==> src/rtl/regWindowPkg.sv <==
package regWindowPkg;

  localparam int OFF_W = 3;

  typedef enum logic [OFF_W-1:0] {
    OFF_KICK     = 3'd0,
    OFF_PTR_LD   = 3'd1,
    OFF_PEEK     = 3'd2,
    OFF_PEEK_INC = 3'd3,
    OFF_SPARE    = 3'd4,
    OFF_PTR_RD   = 3'd5,
    OFF_POKE     = 3'd6,
    OFF_POKE_INC = 3'd7
  } winOffset_e;

  // Strobes the control hands to the datapath each cycle
  typedef struct packed {
    logic loadPtr;
    logic incPtr;
    logic selPerData;
    logic selPtr;
  } ctlStrobes_t;

endpackage

==> src/rtl/regWindowCtl.sv <==
module regWindowCtl
  import regWindowPkg::*;
#(
  parameter int RST_CYCLES = 16
) (
  input  logic             clk,
  input  logic             rstN,
  input  logic [OFF_W-1:0] hostOffset,
  input  logic             hostRd,
  input  logic             hostWr,
  output ctlStrobes_t      strobes,
  output logic             perRd,
  output logic             perWr,
  output logic             perReset
);

  localparam int CNT_W = $clog2(RST_CYCLES + 1);

  winOffset_e  offDec;
  logic        rdEff;
  logic        wrEff;
  logic        kick;
  logic [CNT_W-1:0] rstCnt;

  assign offDec = winOffset_e'(hostOffset);
  // A write wins over a simultaneous read
  assign wrEff  = hostWr;
  assign rdEff  = hostRd && !hostWr;

  always_comb begin
    strobes = '0;
    perRd   = 1'b0;
    perWr   = 1'b0;
    kick    = 1'b0;
    if (wrEff) begin
      unique case (offDec)
        OFF_KICK:     kick = 1'b1;
        OFF_PTR_LD:   strobes.loadPtr = 1'b1;
        OFF_POKE:     perWr = 1'b1;
        OFF_POKE_INC: begin
          perWr          = 1'b1;
          strobes.incPtr = 1'b1;
        end
        default: ;
      endcase
    end else if (rdEff) begin
      unique case (offDec)
        OFF_PEEK: begin
          perRd              = 1'b1;
          strobes.selPerData = 1'b1;
        end
        OFF_PEEK_INC: begin
          perRd              = 1'b1;
          strobes.selPerData = 1'b1;
          strobes.incPtr     = 1'b1;
        end
        OFF_PTR_RD: strobes.selPtr = 1'b1;
        default: ;
      endcase
    end
  end

  // Reset pulse timer, restarted by every kick
  always_ff @(posedge clk or negedge rstN) begin
    if (!rstN) begin
      rstCnt <= '0;
    end else if (kick) begin
      rstCnt <= CNT_W'(RST_CYCLES);
    end else if (rstCnt != '0) begin
      rstCnt <= rstCnt - CNT_W'(1);
    end
  end

  assign perReset = (rstCnt != '0);

endmodule

==> src/rtl/regWindowDp.sv <==
module regWindowDp
  import regWindowPkg::*;
#(
  parameter int ADDR_W = 8,
  parameter int DATA_W = 8
) (
  input  logic              clk,
  input  logic              rstN,
  input  ctlStrobes_t       strobes,
  input  logic [DATA_W-1:0] hostWrData,
  input  logic [DATA_W-1:0] perRdData,
  output logic [ADDR_W-1:0] perAddr,
  output logic [DATA_W-1:0] perWrData,
  output logic [DATA_W-1:0] hostRdData
);

  logic [ADDR_W-1:0] ptrQ;
  logic [ADDR_W-1:0] ptrNext;

  // Increment wraps naturally at the pointer width
  always_comb begin
    ptrNext = ptrQ;
    if (strobes.loadPtr) begin
      ptrNext = ADDR_W'(hostWrData);
    end else if (strobes.incPtr) begin
      ptrNext = ptrQ + ADDR_W'(1);
    end
  end

  always_ff @(posedge clk or negedge rstN) begin
    if (!rstN) begin
      ptrQ <= '0;
    end else begin
      ptrQ <= ptrNext;
    end
  end

  always_comb begin
    hostRdData = '0;
    if (strobes.selPerData) begin
      hostRdData = perRdData;
    end else if (strobes.selPtr) begin
      hostRdData = DATA_W'(ptrQ);
    end
  end

  assign perAddr   = ptrQ;
  assign perWrData = hostWrData;

endmodule

==> src/rtl/regWindowBridge.sv <==
module regWindowBridge
  import regWindowPkg::*;
#(
  parameter int ADDR_W     = 8,
  parameter int DATA_W     = 8,
  parameter int RST_CYCLES = 16
) (
  input  logic              clk,
  input  logic              rstN,
  input  logic [2:0]        hostOffset,
  input  logic [DATA_W-1:0] hostWrData,
  input  logic              hostRd,
  input  logic              hostWr,
  output logic [DATA_W-1:0] hostRdData,
  output logic [ADDR_W-1:0] perAddr,
  output logic [DATA_W-1:0] perWrData,
  input  logic [DATA_W-1:0] perRdData,
  output logic              perRd,
  output logic              perWr,
  output logic              perReset
);

  ctlStrobes_t strobes;

  regWindowCtl #(
    .RST_CYCLES(RST_CYCLES)
  ) u_ctl (
    .clk       (clk),
    .rstN      (rstN),
    .hostOffset(hostOffset),
    .hostRd    (hostRd),
    .hostWr    (hostWr),
    .strobes   (strobes),
    .perRd     (perRd),
    .perWr     (perWr),
    .perReset  (perReset)
  );

  regWindowDp #(
    .ADDR_W(ADDR_W),
    .DATA_W(DATA_W)
  ) u_dp (
    .clk       (clk),
    .rstN      (rstN),
    .strobes   (strobes),
    .hostWrData(hostWrData),
    .perRdData (perRdData),
    .perAddr   (perAddr),
    .perWrData (perWrData),
    .hostRdData(hostRdData)
  );

endmodule

==> config.mk <==
export PLATFORM = sky130hd
export DESIGN_NAME = regWindowBridge
export DESIGN_NICKNAME = d
export VERILOG_FILES = /design/src/rtl/regWindowPkg.sv /design/src/rtl/regWindowCtl.sv /design/src/rtl/regWindowDp.sv /design/src/rtl/regWindowBridge.sv
export SDC_FILE = /design/constraint.sdc
export NUM_CORES = 1
export LEC_CHECK = 0
export ABC_AREA = 1
export CAP_MARGIN = 20
export CELL_PAD_IN_SITES_DETAIL_PLACEMENT = 1
export CELL_PAD_IN_SITES_GLOBAL_PLACEMENT = 1
export CORE_MARGIN = 1
export CORE_UTILIZATION = 38
export DETAILED_ROUTE_END_ITERATION = 16
export DONT_BUFFER_PORTS = 1
export PLACE_DENSITY = 0.82
export SLEW_MARGIN = 20
export SYNTH_ARGS = -nofsm -noshare
export SYNTH_HDL_FRONTEND = slang
export SYNTH_HIERARCHICAL = 1
export SYNTH_SLANG_ARGS = --single-unit
==> constraint.sdc <==
create_clock -name clk -period 1.3 [get_ports clk]
set_input_delay 0.26 -clock clk [delete_from_list [all_inputs] [get_ports clk]]
set_output_delay 0.26 -clock clk [all_outputs]
set_load 0.03 [all_outputs]
==> tab_implementation.tex, run 1 <==
\begin{tabular}{lr}
\hline
Metric & Value \\
\hline
\multicolumn{2}{l}{\textbf{Placed design}} \\
\quad \# port buffers & 0 \\
\quad Final Wtd Congestion & 0.771 \\
\quad Dpl cell area & 1260 µm² \\
\quad Half-perimeter wire length after placement & approximately 2.3 mm \\
\quad Placed Instances & about 180 \\
\multicolumn{2}{l}{\textbf{Logic synthesis}} \\
\quad Post-synthesis average cell area & 7.21 µm² \\
\quad Number of synthesized register bits & 13 \\
\quad Number of distinct library cell variants in the gate-level netlist after synthesis & 24 \\
\quad Library cell with the largest summed area after synthesis & dfrtp\_1 \\
\quad Async set or reset register ratio after synthesis & 1.00 \\
\quad Syn Inst Count & $\sim$150 \\
\quad Synthesized netlist net count & 170 \\
\quad Share of synthesized area occupied by flip-flops and latches & 0.311 \\
\quad Post-synth top area share & 0.311 \\
\quad Top-count cell post-synth & nand2\_1 \\
\quad Leading cell types by count after synthesis & 45 x nand2\_1, 14 x inv\_1, 13 x dfrtp\_1 \\
\quad Biggest area contributors in the synthesized netlist & dfrtp\_1 31\%, nand2\_1 16\%, buf\_4 7.9\%, nand3\_1 5.7\%, inv\_1 5.0\% \\
\quad Top\_reg\_cell synth & dfrtp\_1 \\
\quad Synthesized area & 1040 µm² \\
\quad Yosys warning total & 6 \\
\quad Post-synth EDFFs & 0 \\
\multicolumn{2}{l}{\textbf{Global route}} \\
\quad Maximum number of pins on one net before global-route repair & 14 \\
\quad Antenna violations before repair & 0 \\
\quad Vias in the first global route & 1,061 \\
\quad Grt total ovfl & 0 \\
\quad Total GRT Usage & 0.250 \\
\quad Global-route wire length before repair & 5.00 mm \\
\multicolumn{2}{l}{\textbf{Routing}} \\
\quad Starting DRC count in detailed routing & 19 \\
\quad Count of vias placed by the detailed router & 1,093 \\
\quad Drt first pass iters & 4 \\
\quad Routed WL per cell & 18.4 µm \\
\quad ANT nets after route & 0 \\
\quad Routed vias/inst & 5.44 \\
\quad Remaining design rule violation count & 0 \\
\quad DRT Wirelength & 3.69 mm \\
\multicolumn{2}{l}{\textbf{Clock tree}} \\
\quad Total number of H-tree levels & 1 \\
\quad Number of clock buffers inserted by TritonCTS & 3 \\
\quad Root cell of the clock tree & clkbuf\_4 \\
\quad Clock latency on the worst-skew pair & roughly 0.28 ns \\
\quad CTS Sinks & 13 \\
\quad Max Buffers Root-to-Sink & 2 \\
\quad CTS tree & yes \\
\quad Clock-pin slew on the worst setup and hold paths & 0.08 ns \\
\multicolumn{2}{l}{\textbf{STA}} \\
\quad Setup slack after layout & -0.0789 ns \\
\quad Setup TNS & -0.403 ns \\
\quad Minimum clock period after layout & $\sim$1.4 ns \\
\quad Final number of hold-violating endpoints & 0 \\
\quad Worst-case hold slack & about 0.11 ns \\
\quad Max Clk Rate & 0.725 GHz \\
\quad Total count of max-transition violations in the final report & 0 \\
\quad Final critical-path share of the clock period & 1.06 \\
\quad Max\_slew headroom & 0.603 \\
\quad Worst Clk Skew & $\sim$0.0025 ns \\
\quad Final-report setup violation count & 8 \\
\quad Setup repair after global routing missed its margin & yes \\
\quad Worst-margin pin slew & 0.594 ns \\
\multicolumn{2}{l}{\textbf{Critical path}} \\
\quad Cell type group with the largest total delay on the critical path & simple AND/OR/NAND/NOR gates \\
\quad Critical Path Source Type & input pin \\
\quad Worst Path Arrival & 1.12 ns \\
\quad Setup CP Type & input pin to primary output \\
\quad CP Capture Type & primary output \\
\quad WP buf/inv & 2 \\
\quad Sequence of cells on the critical path & inv\_16 > nand2\_4 > nor3\_2 > buf\_4 > nand2\_8 > o21ai\_4 \\
\quad CP required & 1.04 ns \\
\quad CP max stage cell & o21ai\_4 \\
\quad Slowest stage delay, CP & 0.28 ns \\
\quad Worst-path fanout max & 6 \\
\multicolumn{2}{l}{\textbf{Hold path}} \\
\quad Type of the most critical hold path & input pin to flop \\
\multicolumn{2}{l}{\textbf{Die}} \\
\quad Boundary pin count & 50 \\
\quad Std-Cell Rows & 18 \\
\quad Vert. Die Dim & 54.4 µm \\
\quad Effective utilization at floorplan & 0.411 \\
\quad Core Box Area & 2540 µm² \\
\quad Die Area & 2960 µm² \\
\quad Die Span X & 54.4 µm \\
\multicolumn{2}{l}{\textbf{Finish}} \\
\quad Utilization after layout & 0.597 \\
\quad Fraction of layout cells with a size suffix above 1 & 0.497 \\
\quad Area grow syn2layout & 45.4\% \\
\quad Final cell count without fillers & approximately 200 \\
\quad Final cell area excluding filler cells & 1520 µm² \\
\quad Net count reported at finish & 197 \\
\quad Diodes inserted & 0 \\
\multicolumn{2}{l}{\textbf{Pwr}} \\
\quad LEAKAGE & roughly 0.00068 µW \\
\quad Pwr Density & 1670 nW/µm² \\
\quad Worst-case vdd ir drop & 1280 µV \\
\multicolumn{2}{l}{\textbf{Status}} \\
\quad Outcome & complete, but fails checks \\
\quad Violated checks & setup timing \\
\multicolumn{2}{l}{\textbf{Job}} \\
\quad Count of maximum capacitance violations & 0 \\
\hline
\end{tabular}
## registers in the layout (all words and copies together) (netlist names)
register	flops
u_ctl/rstCnt	5
u_dp/perAddr	8
## per-stage QoR
step / setup slack (ns) / total power, µW
floorplan: -0.219 / 1560
global placement: -0.0399 / 1760
detailed placement: -0.0771 / 1820
CTS: -0.0503 / 2280
global route: -0.130 / 2710
finish: -0.0789 / 2530
## cells in the final DEF, fill, tap and decap left out, types with 2 or more instances in the layout
master / synthesis / final
nand3_4: 1 / 2
o21ai_1: 3 / 3
buf_4: 11 / 25
inv_6: 0 / 2
nand3_1: 12 / 6
nor3_4: 0 / 2
nand2_4: 0 / 2
ha_4: 0 / 2
nor2_1: 7 / 6
clkbuf_4: 0 / 3
inv_2: 5 / 9
nand2_1: 45 / 40
nand2_2: 2 / 4
nor2_2: 2 / 3
nor2_4: 4 / 4
o21ai_0: 8 / 2
dfrtp_1: 13 / 12
a22oi_1: 6 / 6
nand3_2: 1 / 6
o21ai_4: 0 / 6
buf_6: 0 / 7
inv_1: 14 / 6
## final timing paths
path	slack, ns	cells after the start	startpoint	endpoint
worst max-delay path	-0.08	6	hostWr	hostRdData[0]
worst min-delay path	0.11	2	hostWrData[0]	u_dp/perAddr[0]
worst max register to register	0.10	6	u_dp/perAddr[0]	u_dp/perAddr[4]
worst min register to register	0.51	2	u_ctl/rstCnt[0]	u_ctl/rstCnt[0]
max in group asynchronous	0.46	1	rstN	u_dp/perAddr[2]
min in group asynchronous	0.41	1	rstN	u_ctl/rstCnt[4]
## worst reg2reg max path, stage by stage, from the launching register on
cell and delay (ns):
dfrtp_1 0.40, buf_4 0.16, ha_4 0.17, nand3_2 0.10
nand2_1 0.06, o21ai_0 0.09, o21ai_1 0.11
## cell families (layout without fill, tap and decap cells)
family,after synthesis,after routing,share of synthesized area
xor gates and xnor gates,2,2,0.0168
DFF,13,13,0.311
adders and majority gates,2,2,0.0239
AOI/OAI and AO/OA,18,18,0.108
and+or+nand+nor,79,79,0.388
buffers and inverters,31,57,0.152
## final cells by class
cell class	count	area, µm²
Sequential cell	13	327
Clock buffer	4	26.3
Multi-Input combinational cell	101	747
Timing Repair Buffer	34	282
Inverter	19	100
Tap cell	30	37.5
Fill cell	328	1030
## per-layer routing
layer,share of wire,up-vias,GRT usage
met2,0.56,45,0.463
li1,-,512,-
met3,0.055,6,0.0778
met5,0,-,0
met4,0.011,0,0.0726
met1,0.37,530,0.269
## what timing repair did
action	4_1_cts	5_1_grt
pin swaps	8	8
buffers inserted	10	7
hold buffers	1	0
cloned	0	1
resized for setup	13	12
hold endpoints to repair	13	0
setup endpoints to repair	8	13
## report_power, final
part | internal, µW | switching [µW]
Clock | 119 | 138
Sequential | 558 | 160
Combinational | 668 | 887
Total | 1350 | 1190
Power figures use the tool's default switching activity.
==> run 2: changes to the inputs <==
--- a/config.mk
+++ b/config.mk
@@ -5,15 +5,14 @@
 export SDC_FILE = /design/constraint.sdc
 export NUM_CORES = 1
 export LEC_CHECK = 0
-export ABC_AREA = 1
 export CAP_MARGIN = 20
 export CELL_PAD_IN_SITES_DETAIL_PLACEMENT = 1
 export CELL_PAD_IN_SITES_GLOBAL_PLACEMENT = 1
 export CORE_MARGIN = 1
-export CORE_UTILIZATION = 38
+export CORE_UTILIZATION = 39
 export DETAILED_ROUTE_END_ITERATION = 16
 export DONT_BUFFER_PORTS = 1
-export PLACE_DENSITY = 0.82
+export PLACE_DENSITY = 0.81
 export SLEW_MARGIN = 20
 export SYNTH_ARGS = -nofsm -noshare
 export SYNTH_HDL_FRONTEND = slang
==> run 2 against run 1 <==
Compared with the run above:
- the run still ends with setup timing left
- critical path depth decreased by 2
- sequential share of layout area is 0.44 points higher
- area after synthesis shrank 9.2%
==> tab_implementation.tex, run 2 <==
\begin{tabular}{lr}
\hline
Metric & Value \\
\hline
\multicolumn{2}{l}{\textbf{Status}} \\
\quad Outcome & complete, but fails checks \\
\quad Violated checks & setup timing \\
\multicolumn{2}{l}{\textbf{Clock tree}} \\
\quad Number of clock buffers inserted by TritonCTS & 3 \\
\quad CTS tree & yes \\
\quad Total number of H-tree levels & 1 \\
\quad Root cell of the clock tree & clkbuf\_4 \\
\quad Clock-pin slew on the worst setup and hold paths & 0.09 ns \\
\quad Max Buffers Root-to-Sink & 2 \\
\quad CTS Sinks & 13 \\
\quad Clock latency on the worst-skew pair & about 0.3 ns \\
\multicolumn{2}{l}{\textbf{Die}} \\
\quad Die Span X & 51.3 µm \\
\quad Std-Cell Rows & 17 \\
\quad Vert. Die Dim & 51.3 µm \\
\quad Die Area & 2630 µm² \\
\quad Boundary pin count & 50 \\
\quad Core Box Area & about 2300 µm² \\
\quad Effective utilization at floorplan & 0.421 \\
\multicolumn{2}{l}{\textbf{Finish}} \\
\quad Register area & 329 µm² \\
\quad Most common library cell in the layout ignoring fill and taps & buf\_4 \\
\quad Fraction of layout cells with a size suffix above 1 & 0.572 \\
\quad Total of fill cells in the finished design & 235 \\
\quad Flip-flop count of the largest register, all copies and words added & 8 \\
\quad Diodes inserted & 0 \\
\quad Net count reported at finish & around 160 \\
\quad Area grow syn2layout & 58.2\% \\
\quad Highest-count cells in the layout ignoring fill and taps & 27 x buf\_4, 12 x buf\_6, 11 x nand2\_1 \\
\quad Footprint of the multi-input gates & between 600 and 700 µm² \\
\multicolumn{2}{l}{\textbf{STA}} \\
\quad Setup slack after layout & -0.526 ns \\
\quad Max Clk Rate & 0.548 GHz \\
\quad Worst-margin pin slew & just over 0.6 ns \\
\quad Worst Clk Skew & about 0.011 ns \\
\quad Final number of hold-violating endpoints & 0 \\
\quad Final-report setup violation count & 19 \\
\quad Setup repair after global routing missed its margin & yes \\
\quad Minimum clock period after layout & 1.83 ns \\
\quad Worst-case hold slack & about 0.073 ns \\
\quad Final critical-path share of the clock period & 1.40 \\
\quad Total count of max-transition violations in the final report & 0 \\
\quad Max\_slew headroom & 0.592 \\
\multicolumn{2}{l}{\textbf{Placed design}} \\
\quad Half-perimeter wire length after placement & 2.08 mm \\
\quad Minimum setup slack after placement & -0.278 ns \\
\quad \# port buffers & 0 \\
\quad Final Wtd Congestion & 0.783 \\
\multicolumn{2}{l}{\textbf{Pwr}} \\
\quad Worst-case vdd ir drop & 1210 µV \\
\quad Pwr Density & $\sim$1800 nW/µm² \\
\quad LEAKAGE & 0.000694 µW \\
\quad Post-layout total power & 2660 µW \\
\multicolumn{2}{l}{\textbf{Logic synthesis}} \\
\quad Syn Inst Count & 105 \\
\quad Synthesized area & around 950 µm² \\
\quad Async set or reset register ratio after synthesis & 1.00 \\
\quad Biggest area contributors in the synthesized netlist & dfrtp\_1 34\%, buf\_4 7.9\%, nand2\_1 5.5\%, a22o\_1 5.5\%, o21ai\_0 5.3\% \\
\quad Post-synth top area share & 0.343 \\
\quad Number of distinct library cell variants in the gate-level netlist after synthesis & 34 \\
\quad Top-count cell post-synth & nand2\_1 \\
\quad Post-synth EDFFs & 0 \\
\quad Post-synthesis average cell area & 9.03 µm² \\
\quad Top\_reg\_cell synth & dfrtp\_1 \\
\quad Share of synthesized area occupied by flip-flops and latches & 0.343 \\
\quad Library cell with the largest summed area after synthesis & dfrtp\_1 \\
\quad Number of synthesized register bits & 13 \\
\quad Leading cell types by count after synthesis & 14 x nand2\_1, 13 x dfrtp\_1, 10 x buf\_4, 10 x o21ai\_0, 6 x a22o\_1 \\
\quad Yosys warning total & 6 \\
\quad Synthesized netlist net count & 130 \\
\multicolumn{2}{l}{\textbf{Routing}} \\
\quad Routed WL per cell & $\sim$23 µm \\
\quad ANT nets after route & 0 \\
\quad DRT Wirelength & 3.88 mm \\
\quad Remaining design rule violation count & 0 \\
\quad Starting DRC count in detailed routing & 11 \\
\quad Drt first pass iters & 4 \\
\quad Routed vias/inst & $\sim$6.0 \\
\quad Count of vias placed by the detailed router & a little under 1,000 \\
\multicolumn{2}{l}{\textbf{Global route}} \\
\quad Total GRT Usage & 0.263 \\
\quad Maximum number of pins on one net before global-route repair & 14 \\
\quad Antenna violations before repair & 0 \\
\quad Global-route wire length before repair & 4.90 mm \\
\quad Grt total ovfl & 0 \\
\quad Vias in the first global route & between 1,000 and 1,500 \\
\multicolumn{2}{l}{\textbf{Critical path}} \\
\quad Worst setup path endpoint & perReset \\
\quad Worst setup startpoint & u\_ctl/rstCnt[1] \\
\quad Count of cells along the worst register-to-register path & 7 \\
\quad Origin of the critical flop-to-flop path & u\_ctl/rstCnt[1] \\
\quad Setup CP Type & flop to primary output \\
\quad CP required & 1.04 ns \\
\quad Worst-path fanout max & 2 \\
\quad CP Capture Type & primary output \\
\quad Worst reg2reg path endpoint & u\_ctl/rstCnt[0] \\
\quad Worst Path Arrival & 1.57 ns \\
\quad R2r setup slk & -0.39 ns \\
\quad Critical Path Source Type & flop \\
\multicolumn{2}{l}{\textbf{Hold path}} \\
\quad Cells on Worst Hold Path & 2 \\
\quad Type of the most critical hold path & input pin to flop \\
\multicolumn{2}{l}{\textbf{Job}} \\
\quad Count of maximum capacitance violations & 0 \\
\hline
\end{tabular}
==> run 2: cell types whose count changed after synthesis, moves of 5 or more <==
cell     delta
nor2b_1     +5
nand3_1     -7
inv_1      -12
nand2_1    -31
a22o_1      +6
a22oi_1     -6
nor2_1      -5
inv_2       -5
==> run 2: worst min-delay path by stage <==
stage	startpoint	endpoint	slack (ns)
2_1_floorplan	rstN	u_ctl/rstCnt[0]	-0.04
3_3_place_gp	rstN	u_ctl/rstCnt[1]	-0.04
3_5_place_dp	rstN	u_ctl/rstCnt[1]	-0.04
4_1_cts	hostWrData[0]	u_dp/perAddr[0]	0.1
5_1_grt	hostWrData[0]	u_dp/perAddr[0]	0.09
6_report	hostWrData[0]	u_dp/perAddr[0]	0.07
==> run 2: kinds of logic (layout without fill, tap and decap cells) <==
| family | Yosys count | in the layout | share of synthesized area |
|---|---|---|---|
| compound gates | 21 | 21 | 0.148 |
| fa+ha+maj | 2 | 2 | 0.0264 |
| buf+inv | 17 | 50 | 0.125 |
| flops | 13 | 13 | 0.343 |
| mux | 1 | 1 | 0.0106 |
| simple gates | 46 | 46 | 0.301 |
| xor+xnor | 5 | 5 | 0.0462 |
==> run 2: what timing repair did <==
| action | in CTS | in global routing |
|---|---|---|
| hold buffers | 1 | 0 |
| pin swaps | 6 | 23 |
| hold endpoints to repair | 13 | 0 |
| buffers inserted | 14 | 6 |
| gates resized for setup | 12 | 24 |
| endpoints found under the setup margin | 14 | 22 |
==> run 2: power by group <==
| group | total, µW | internal, µW | switching (µW) | leakage, µW |
|---|---|---|---|---|
| Combinational | 1590 | 780 | 808 | 0.000520 |
| Sequential | 795 | 576 | 219 | 0.000156 |
| Clock | 275 | 115 | 160 | 0.0000177 |
==> run 2: stage by stage <==
step / instance area [µm²] / util / std cells / setup TNS (ns)
after detailed placement: 1170 / 0.521 / 144 / -3.58
after global placement: 1170 / 0.521 / 144 / -2.74
after CTS: 1380 / 0.610 / 162 / -2.15
final: 1500 / 0.665 / 166 / -3.32
after floorplan: 1040 / - / 105 / -3.96
after global routing: 1500 / 0.665 / 166 / -3.98
==> run 2: layout make-up <==
class / instances / area share
Multi-Input combinational cell: 75 / 0.452
Timing Repair Buffer: 44 / 0.282
Sequential cell: 13 / 0.219
Tap cell: 28 / 0.0234
Clock buffer: 3 / 0.0150
Inverter: 2 / 0.00500
Clock inverter: 1 / 0.00334
==> run 2: worst max-delay path: stages (launching register included) <==
cell and delay [ns]:
dfrtp_1 0.39, inv_1 0.06, ha_2 0.16, or4b_4 0.49
buf_12 0.16
==> run 2: layer usage <==
metal / vias to the layer above / global-route usage / routed length (µm)
li1: 429 / - / -
met1: 494 / 0.271 / 1450
met2: 50 / 0.482 / 2010
met3: 16 / 0.0327 / 230
met4: 0 / 0.189 / 185
met5: - / 0 / 0
==> run 3: changes to the inputs <==
--- a/config.mk
+++ b/config.mk
@@ -5,13 +5,15 @@
 export SDC_FILE = /design/constraint.sdc
 export NUM_CORES = 1
 export LEC_CHECK = 0
-export CAP_MARGIN = 20
+export CAP_MARGIN = 15
 export CELL_PAD_IN_SITES_DETAIL_PLACEMENT = 1
 export CELL_PAD_IN_SITES_GLOBAL_PLACEMENT = 1
 export CORE_MARGIN = 1
 export CORE_UTILIZATION = 39
 export DETAILED_ROUTE_END_ITERATION = 16
 export DONT_BUFFER_PORTS = 1
+export GPL_ROUTABILITY_DRIVEN = 1
+export GPL_TIMING_DRIVEN = 0
 export PLACE_DENSITY = 0.81
 export SLEW_MARGIN = 20
 export SYNTH_ARGS = -nofsm -noshare
==> run 3 against run 2 <==
Compared with the run above:
- the run still ends with setup timing left
- first-iteration DRC count up 9.1%
- worst setup slack better by 0.010 ns
- combinational power down 26%
- via count down 11%
- wire length down 22%
- clock skew down 0.0099 ns
- design area down 11%
- clock power down 4%
- register-to-register slack better by 0.09 ns
- count of clock-buffer cells in the layout unchanged
- cell count down 10%
- critical endpoint unchanged
- largest power group unchanged
==> tab_implementation.tex, run 3 (synthesis results as in run 2) <==
\begin{tabular}{lr}
\hline
Metric & Value \\
\hline
\multicolumn{2}{l}{\textbf{Die}} \\
\quad Std-Cell Rows & 17 \\
\quad Vert. Die Dim & 51.3 µm \\
\quad Die Span X & about 50 µm \\
\quad Effective utilization at floorplan & 0.421 \\
\quad Boundary pin count & 50 \\
\quad Die Area & 2630 µm² \\
\quad Core Box Area & 2250 µm² \\
\multicolumn{2}{l}{\textbf{Finish}} \\
\quad Utilization after layout & 0.594 \\
\quad Net count reported at finish & approximately 150 \\
\quad Diodes inserted & 0 \\
\quad Highest-count cells in the layout ignoring fill and taps & 16 x buf\_4, 8 x nand2\_1, 6 x dfrtp\_1, 6 x a22o\_4, 6 x dfrtp\_2 \\
\quad Area grow syn2layout & 41.2\% \\
\quad Fraction of layout cells with a size suffix above 1 & 0.554 \\
\quad Final cell count without fillers & approximately 150 \\
\quad Most common library cell in the layout ignoring fill and taps & buf\_4 \\
\quad Flip-flop count of the largest register, all copies and words added & 8 \\
\multicolumn{2}{l}{\textbf{Placed design}} \\
\quad Final Wtd Congestion & 0.813 \\
\quad Placed Instances & 133 \\
\quad \# port buffers & 0 \\
\quad Half-perimeter wire length after placement & 1.89 mm \\
\quad Minimum setup slack after placement & -0.414 ns \\
\multicolumn{2}{l}{\textbf{Routing}} \\
\quad Routed WL per cell & 20.4 µm \\
\quad DRT Wirelength & just over 3 mm \\
\quad Starting DRC count in detailed routing & 12 \\
\quad Routed vias/inst & 5.92 \\
\quad ANT nets after route & 0 \\
\quad Count of vias placed by the detailed router & 882 \\
\quad Remaining design rule violation count & 0 \\
\quad Drt first pass iters & 6 \\
\multicolumn{2}{l}{\textbf{Critical path}} \\
\quad Origin of the critical flop-to-flop path & u\_ctl/rstCnt[0] \\
\quad Worst Path Arrival & 1.56 ns \\
\quad Critical Path Source Type & flop \\
\quad CP Capture Type & primary output \\
\quad Worst-path fanout max & 5 \\
\quad CP required & approximately 1.0 ns \\
\quad R2r setup slk & -0.30 ns \\
\quad Count of cells along the worst register-to-register path & 6 \\
\quad Setup CP Type & flop to primary output \\
\quad Worst reg2reg path endpoint & u\_ctl/rstCnt[0] \\
\multicolumn{2}{l}{\textbf{Job}} \\
\quad Count of maximum capacitance violations & 0 \\
\multicolumn{2}{l}{\textbf{Global route}} \\
\quad Vias in the first global route & between 900 and 1,000 \\
\quad Total GRT Usage & 0.230 \\
\quad Global-route wire length before repair & 4.46 mm \\
\quad Antenna violations before repair & 0 \\
\quad Grt total ovfl & 0 \\
\quad Maximum number of pins on one net before global-route repair & 14 \\
\multicolumn{2}{l}{\textbf{STA}} \\
\quad Minimum clock period after layout & 1.82 ns \\
\quad Worst Clk Skew & 0.000794 ns \\
\quad Worst-margin pin slew & 0.653 ns \\
\quad Max Clk Rate & 0.551 GHz \\
\quad Max\_slew headroom & 0.563 \\
\quad Final-report setup violation count & 19 \\
\quad Setup slack after layout & -0.515 ns \\
\quad Final number of hold-violating endpoints & 0 \\
\quad Final critical-path share of the clock period & 1.40 \\
\quad Setup repair after global routing missed its margin & yes \\
\quad Total count of max-transition violations in the final report & 0 \\
\multicolumn{2}{l}{\textbf{Hold path}} \\
\quad Type of the most critical hold path & input pin to flop \\
\quad Cells on Worst Hold Path & 2 \\
\quad Sink of the worst hold path & u\_dp/perAddr[1] \\
\quad Startpoint of the worst hold path & hostWrData[1] \\
\multicolumn{2}{l}{\textbf{Clock tree}} \\
\quad CTS Sinks & 13 \\
\quad Clock-pin slew on the worst setup and hold paths & 0.09 ns \\
\quad Root cell of the clock tree & clkbuf\_4 \\
\quad CTS tree & yes \\
\quad Number of clock buffers inserted by TritonCTS & 3 \\
\quad Clock latency on the worst-skew pair & 0.28 ns \\
\quad Total number of H-tree levels & 1 \\
\quad Max Buffers Root-to-Sink & 2 \\
\multicolumn{2}{l}{\textbf{Status}} \\
\quad Violated checks & setup timing \\
\quad Outcome & complete, but fails checks \\
\multicolumn{2}{l}{\textbf{Pwr}} \\
\quad LEAKAGE & approximately 0.00057 µW \\
\quad Pwr Density & 1860 nW/µm² \\
\quad Worst-case vdd ir drop & 1230 µV \\
\hline
\end{tabular}
[run 3: per-stage QoR]
stage | power [µW] | cell area (µm²) | setup TNS [ns] | hold slack (ns)
3_5_place_dp | 1720 | 1070 | -5.31 | -0.0353
5_1_grt | 2620 | 1340 | -4.12 | 0.0876
6_report | 2490 | 1340 | -3.34 | 0.0989
4_1_cts | 2240 | 1270 | -3.12 | 0.102
3_3_place_gp | 1660 | 1070 | -4.90 | -0.0352
2_1_floorplan | 1540 | 1040 | -3.96 | -0.0356
[run 3: timing repair]
item	CTS	global route
hold buffers	1	0
setup endpoints to repair	20	20
pin swaps	11	14
buffers inserted	7	3
gates cloned	1	0
resized for setup	22	15
endpoints found under the hold margin	13	0
[run 3: critical path, stage by stage, from the launching register on]
cell,delay (ns)
dfrtp_1,0.40
inv_2,0.09
ha_4,0.14
or4b_4,0.47
buf_8,0.17
[run 3: how the worst max path moves through the flow]
stage,cells after the start,slack (ns),startpoint,endpoint
2_1_floorplan,7,-0.32,hostRd,u_dp/perAddr[7]
3_3_place_gp,7,-0.40,hostRd,u_dp/perAddr[7]
3_5_place_dp,7,-0.41,hostRd,u_dp/perAddr[7]
4_1_cts,4,-0.51,u_ctl/rstCnt[1],perReset
5_1_grt,4,-0.56,u_ctl/rstCnt[0],perReset
6_report,4,-0.52,u_ctl/rstCnt[0],perReset
[run 3: where the power goes]
group	total [µW]	switching (µW)	internal (µW)
registers	1060	467	592
clock network	264	150	114
logic	1170	533	637
total	2490	1150	1340
[run 3: routing by layer]
metal  vias up  share of wire  GRT usage
li1        399              -          -
met1       426           0.40      0.268
met2        51           0.51      0.404
met3         6          0.078     0.0446
met4         0          0.016      0.104
met5         -              0          0
[run 3: final cells by class]
type	instances	area, µm²
Fill cell	254	916
Buffer	15	150
Inverter	2	7.51
Multi-Input combinational cell	75	671
Tap cell	28	35.0
Sequential cell	13	337
Clock inverter	1	5.00
Clock buffer	3	22.5
Timing Repair Buffer	12	111
